### src/rtl/addsub_slt_unit.sv
module addsub_slt_unit #(
  parameter int WIDTH = 32
) (
  input  logic [WIDTH-1:0] opa,
  input  logic [WIDTH-1:0] opb,
  input  logic [3:0]       op_code,
  output logic [WIDTH-1:0] result,
  output logic             carry_out,
  output logic             overflow,
  output logic             zero
);
  localparam int MSB = WIDTH - 1;
  localparam logic [1:0] CLS_ARITH = 2'b01;
  localparam logic [1:0] CLS_CMP   = 2'b10;

  logic [1:0] cls, sel;
  logic is_arith, is_cmp, do_sub;
  logic [WIDTH-1:0] b_in;
  logic [WIDTH:0]   sum_w;
  logic a_s, b_s, r_s, cy;
  logic slt_bit, sltu_bit, lt_bit, ovf_raw;

  assign cls      = op_code[3:2];
  assign sel      = op_code[1:0];
  assign is_arith = (cls == CLS_ARITH);
  assign is_cmp   = (cls == CLS_CMP);
  assign do_sub   = is_cmp | sel[1];

  assign b_in  = do_sub ? ~opb : opb;
  assign sum_w = {1'b0, opa} + {1'b0, b_in} + {{WIDTH{1'b0}}, do_sub};

  assign a_s = opa[MSB];
  assign b_s = opb[MSB];
  assign r_s = sum_w[MSB];
  assign cy  = sum_w[WIDTH];

  assign slt_bit  = (a_s == b_s) ? r_s : a_s;
  assign sltu_bit = ~cy;
  assign lt_bit   = (sel == 2'b10) ? slt_bit :
                    (sel == 2'b11) ? sltu_bit : 1'b0;

  assign ovf_raw = (opa[MSB] == b_in[MSB]) && (r_s != opa[MSB]);

  assign result    = is_arith ? sum_w[MSB:0] :
                     is_cmp   ? {{(WIDTH-1){1'b0}}, lt_bit} : '0;
  assign carry_out = (is_arith | is_cmp) & cy;
  assign overflow  = is_arith & ~sel[0] & ovf_raw;
  assign zero      = ~|result;

  always_comb begin
    if (is_arith && !sel[1])
      AST_ADD_SUM: assert (result == opa + opb) else $error("add sum");
    if (is_arith && sel[1])
      AST_SUB_DIFF: assert (result == opa - opb) else $error("sub diff");
    if (!is_arith || sel[0])
      AST_NO_OVERFLOW: assert (!overflow) else $error("overflow");
    if (is_cmp && sel == 2'b10)
      AST_SLT_VALUE: assert (result == {{(WIDTH-1){1'b0}}, ($signed(opa) < $signed(opb))}) else $error("slt");
    if (is_cmp && sel == 2'b11)
      AST_SLTU_VALUE: assert (result == {{(WIDTH-1){1'b0}}, (opa < opb)}) else $error("sltu");
    if (is_cmp)
      AST_CMP_UPPER: assert (result[MSB:1] == '0) else $error("cmp upper");
    if (!is_arith && !is_cmp)
      AST_IDLE_CLASS: assert (result == '0 && !carry_out) else $error("idle");
  end
endmodule

### config.mk
export PLATFORM = sky130hd
export DESIGN_NAME = addsub_slt_unit
export DESIGN_NICKNAME = d
export VERILOG_FILES = /design/src/rtl/addsub_slt_unit.sv
export SDC_FILE = /design/constraint.sdc
export NUM_CORES = 1
export LEC_CHECK = 0
export ABC_CLOCK_PERIOD_IN_PS = 28400
export CAP_MARGIN = 20
export CORE_MARGIN = 8
export CORE_UTILIZATION = 34
export DETAILED_ROUTE_END_ITERATION = 12
export PLACE_DENSITY = 0.68
export RECOVER_POWER = 25
export SYNTH_ARGS = -nofsm -noshare
export SYNTH_HDL_FRONTEND = slang
export SYNTH_SLANG_ARGS = --single-unit
### constraint.sdc
create_clock -name vclk -period 28.4
set_input_delay 8.52 -clock vclk [all_inputs]
set_output_delay 8.52 -clock vclk [all_outputs]
set_load 0.01 [all_outputs]
-- Yosys cells after proc, flatten, opt, wreduce, memory -nomap -nowiden
Index checks and enable logic that the tools add are counted.
- reductions and logical operators: 3
- add/subtract/negate cells: 2
- mux-type cells: 6
- equality and inequality tests: 7
- bitwise gates (word level): 8
- operators by type and width (operator ; count):
    32-bit 2-to-1 mux ; 2
    32-bit by 32-bit adder with 33-bit output ; 1
    33-bit by 1-bit adder with 33-bit output ; 1
    32-bit inverter ; 1
    32-bit OR reduction ; 1
    2-bit == test (second input constant) ; 3
    1-bit 2-to-1 mux ; 4
    1-bit bitwise AND ; 3
    1-bit == test ; 2
    2-bit by 1-bit == test with 1-bit output (second input constant) ; 1
    1-bit inverter ; 2
    1-bit OR ; 2
    1-bit logical AND ; 1
    1-bit zero test ; 1
    1-bit inequality test ; 1
- flip-flop bits (word level): 0
- word-level logic and storage cells: 26
- input bits: 68
- output and inout bits: 35

-- Depth between registers and ports, before layout
- depth in word-level cells: 12
- gate-level depth with buffers: 17
- gate-level depth less buffers: 15

-- Worst setup path after synthesis
OpenSTA, ideal clock, no wires.
- path kind: input -> output
- from: in op_code[2]
- to: out zero
- slack: 6.991 ns
- data arrival time: 12.889 ns
- buffers on the path: 1
- cell stages on the path: 16
- data required time: 19.880 ns
- cells stage by stage: inv_1 ha_1 nor2_1 buf_1 xnor2_1 fa_1 a21o_1 a221o_2 a31oi_4 a2111oi_0 a211oi_1 mux2i_1 o2111ai_1 or4_1 or4_1 nor4_2
- word-level cells in the longest chain between the ends: 12
- elaborated cells between the ends (all ways): 14
- those cells by class: 2 x add/sub; 2 x eq/ne; 6 x mux; 2 x bitwise; 2 x reduce/logical
- ends and longest elaborated chain (what ; line ; text):
    start: declaration ; 6 ; input logic [3:0] op_code,
    2-bit == test ; 26 ; assign is_cmp = (cls == CLS_CMP);
    1-bit OR ; 27 ; assign do_sub = is_cmp | sel[1];
    32-bit 2-to-1 mux ; 29 ; assign b_in = do_sub ? ~opb : opb;
    32-bit by 32-bit adder with 33-bit output ; 30 ; assign sum_w = {1'b0, opa} + {1'b0, b_in} + {{WIDTH{1'b0}}, do_sub};
    33-bit by 1-bit adder with 33-bit output ; 30 ;
    1-bit inverter ; 38 ; assign sltu_bit = ~cy;
    1-bit 2-to-1 mux ; 40 ; (sel == 2'b11) ? sltu_bit : 1'b0;
    1-bit 2-to-1 mux ; 39 ; assign lt_bit = (sel == 2'b10) ? slt_bit :
    1-bit 2-to-1 mux ; 45 ; is_cmp ? {{(WIDTH-1){1'b0}}, lt_bit} : '0;
    32-bit 2-to-1 mux * ; 44 ; assign result = is_arith ? sum_w[MSB:0] :
    32-bit OR reduction * ; 48 ; assign zero = ~|result;
    1-bit zero test * ; 48 ;
    end: declaration ; 10 ; output logic zero
Mark *: on every way between the ends. The rest lies on a longest branch, timed or not.

-- Worst setup path in the final report
Same ends and word-level chain as after synthesis.

==> metrics.txt <==
Final Setup Violations=0; Initial Util=0.342; Int Pwr=0.0526 mW; WHS Path Cells=3; RSZ-0062 raised after global routing=false; post-synth top area share=0.159; crit-path cells=clkdlybuf4s50_1 > inv_1 > ha_1 > nor2_4 > clkbuf_1 > xnor2_1 > fa_1 > a21o_1 > a221o_2 > a31oi_4 > a2111oi_0 > a211oi_1 > mux2i_1 > o2111ai_1 > or4_1 > or4_1 > nor4_2 > clkdlybuf4s50_1; pwr/cell area=29.9 nW/um2; f_max=41.6 MHz; vias in the first global route=3050; Syn Nets=469; Core Box Area=7570 um2; P_sw=0.0583 mW; total vias in the final route=3091; initial antenna violation count=0; Synth area leaders=ha_1, xnor2_1, a21o_1; TNS Setup=0 ns; Mapped Avg Cell Area=7.05 um2; DR WL/cell=15.5 um; Hold Violations, Final=0; Final HPWL DP=7280 um; Critical Path RT=19.88 ns; Crit. End Element=primary output; Largest stage delay, worst path=1.50 ns; Yosys warnings=0; Post-CTS Hold Buffers=0; number of gates resized after CTS=0; fin crit share=0.846; largest net degree at the start of global routing=40; max cap viols=1; Lkg Pwr=1.50 nW; IO Count=103; die extent in y=103 um; maximum vdd drop=0.0142 mV; failing checks=max-capacitance violations, max-slew violations; ant diodes=0; number of distinct library cells after synthesis=57; routability congestion estimate=0.860; Syn Std Cell Area=2590 um2; sequential fraction of the synthesis area=0; Tot Pwr=0.111 mW; Crit path buffers/inverters=4; critical path depth in cells=18; # DRC=0; CP startpoint kind=primary input; vias per cell=5.51; GRT overflow=0; Area growth, synth to finish=43.3%; critical path type=in2out; worst min path class=in2out; sequential power share=0; Yosys top cell by area=ha_1; first-pass GRT wire length=13900 um; num sequential=0; layout cell share with drive strength beyond 1=0.0283; All-Layer GR Usage=0.156; sequential cell area=0 um2; maximum fanout along the worst path=31; Hold WS=18.08 ns; die width=103 um; status=complete, but fails checks; arrival time of the worst setup path=15.51 ns; net total in the final layout=563; worst-margin pin slew=2.12 ns; clock buffer count=0; most instantiated cells after synthesis=xnor2_1, ha_1, nand2_1; port bufs=103; Clock power frac=0; FP Rows=32; slowest cell on the critical path=clkbuf_1; count leader, synth=xnor2_1; Routed WL=8720 um; die area=10700 um2; min Tclk post-route=24.03 ns; max_slew headroom=-0.413; post-CTS setup buffers=0; CP top delay family=buffers and inverters; fin. max-slew vios=32; sw frac=0.526; Syn Inst Count=367; DRT Pass-1 Iters=4; Initial DRC Count=136; antenna violation net count after detailed routing=0; logic gate share of total power=1.000
## area by class of cell
class	instances	area, um2
Timing Repair Buffer	105	1040
Tap cell	102	128
Multi-Input combinational cell	345	2500
Inverter	9	33.8
Fill cell	755	3860
## cell families (layout without fill, tap and decap cells)
logic type | Yosys count | in the layout | synth area share
muxes | 9 | 9 | 0.0348
xor gates and xnor gates | 45 | 45 | 0.152
AOI/OAI and AO/OA | 119 | 119 | 0.333
and+or+nand+nor | 138 | 138 | 0.279
adders and majority gates | 34 | 34 | 0.167
buffers and inverters | 22 | 114 | 0.0333
## per-layer routing
metal	GRT usage	wire length (um)	share of wire
met1	0.201	3930	0.45
met4	0.0100	51	0.0059
met5	0	0	0
met2	0.275	4050	0.46
met3	0.0268	690	0.079
## worst paths after layout
kind,from,end
max,op_code[2],zero
min,op_code[0],overflow
## layout by cell type (no fill, tap or decap), types with 3 or more instances in the layout
| master | netlist | final |
|---|---|---|
| a31oi_1 | 6 | 6 |
| nand2_1 | 33 | 33 |
| o21bai_1 | 4 | 4 |
| ha_1 | 33 | 33 |
| o21a_1 | 4 | 4 |
| a211o_1 | 3 | 3 |
| o21ai_0 | 17 | 17 |
| xnor2_1 | 35 | 35 |
| a21o_1 | 18 | 18 |
| xor2_1 | 10 | 10 |
| o31ai_1 | 3 | 4 |
| a2111oi_0 | 4 | 4 |
| or4_1 | 4 | 4 |
| nor2_1 | 23 | 22 |
| nor3_1 | 19 | 19 |
| or2_2 | 3 | 3 |
| nand3_1 | 10 | 10 |
| a2111o_1 | 4 | 4 |
| mux2i_1 | 9 | 9 |
| dlygate4sd3_1 | 0 | 5 |
| o211ai_1 | 3 | 3 |
| a21oi_1 | 24 | 24 |
| nand2b_1 | 12 | 12 |
| a211oi_1 | 7 | 7 |
| inv_1 | 8 | 8 |
| and3_1 | 7 | 7 |
| clkdlybuf4s50_1 | 0 | 98 |
| nand4_1 | 4 | 4 |
| and2_1 | 12 | 11 |
## per-stage QoR
stage,setup WS [ns],area [um2],cells,utilization
final,4.37,3710,561,0.490
after global placement,5.84,3720,561,0.491
after detailed placement,5.63,3720,561,0.491
after CTS,5.62,3720,561,0.491
after floorplan,6.99,2590,367,-
after global routing,3.71,3710,561,0.490
## tightest hold or removal path: stages
cell and delay [ns]:
clkdlybuf4s50_1 0.49, nor4_1 0.07, clkdlybuf4s50_1 0.48
## power by group through the flow
stage | Clock, mW | Combinational [mW] | Sequential [mW]
after CTS | 0 | 0.111 | 0
final | 0 | 0.111 | 0
after detailed placement | 0 | 0.110 | 0
after floorplan | 0 | 0.0721 | 0
after global placement | 0 | 0.109 | 0
after global routing | 0 | 0.121 | 0
No activity file was read; power rests on OpenSTA's default activity.
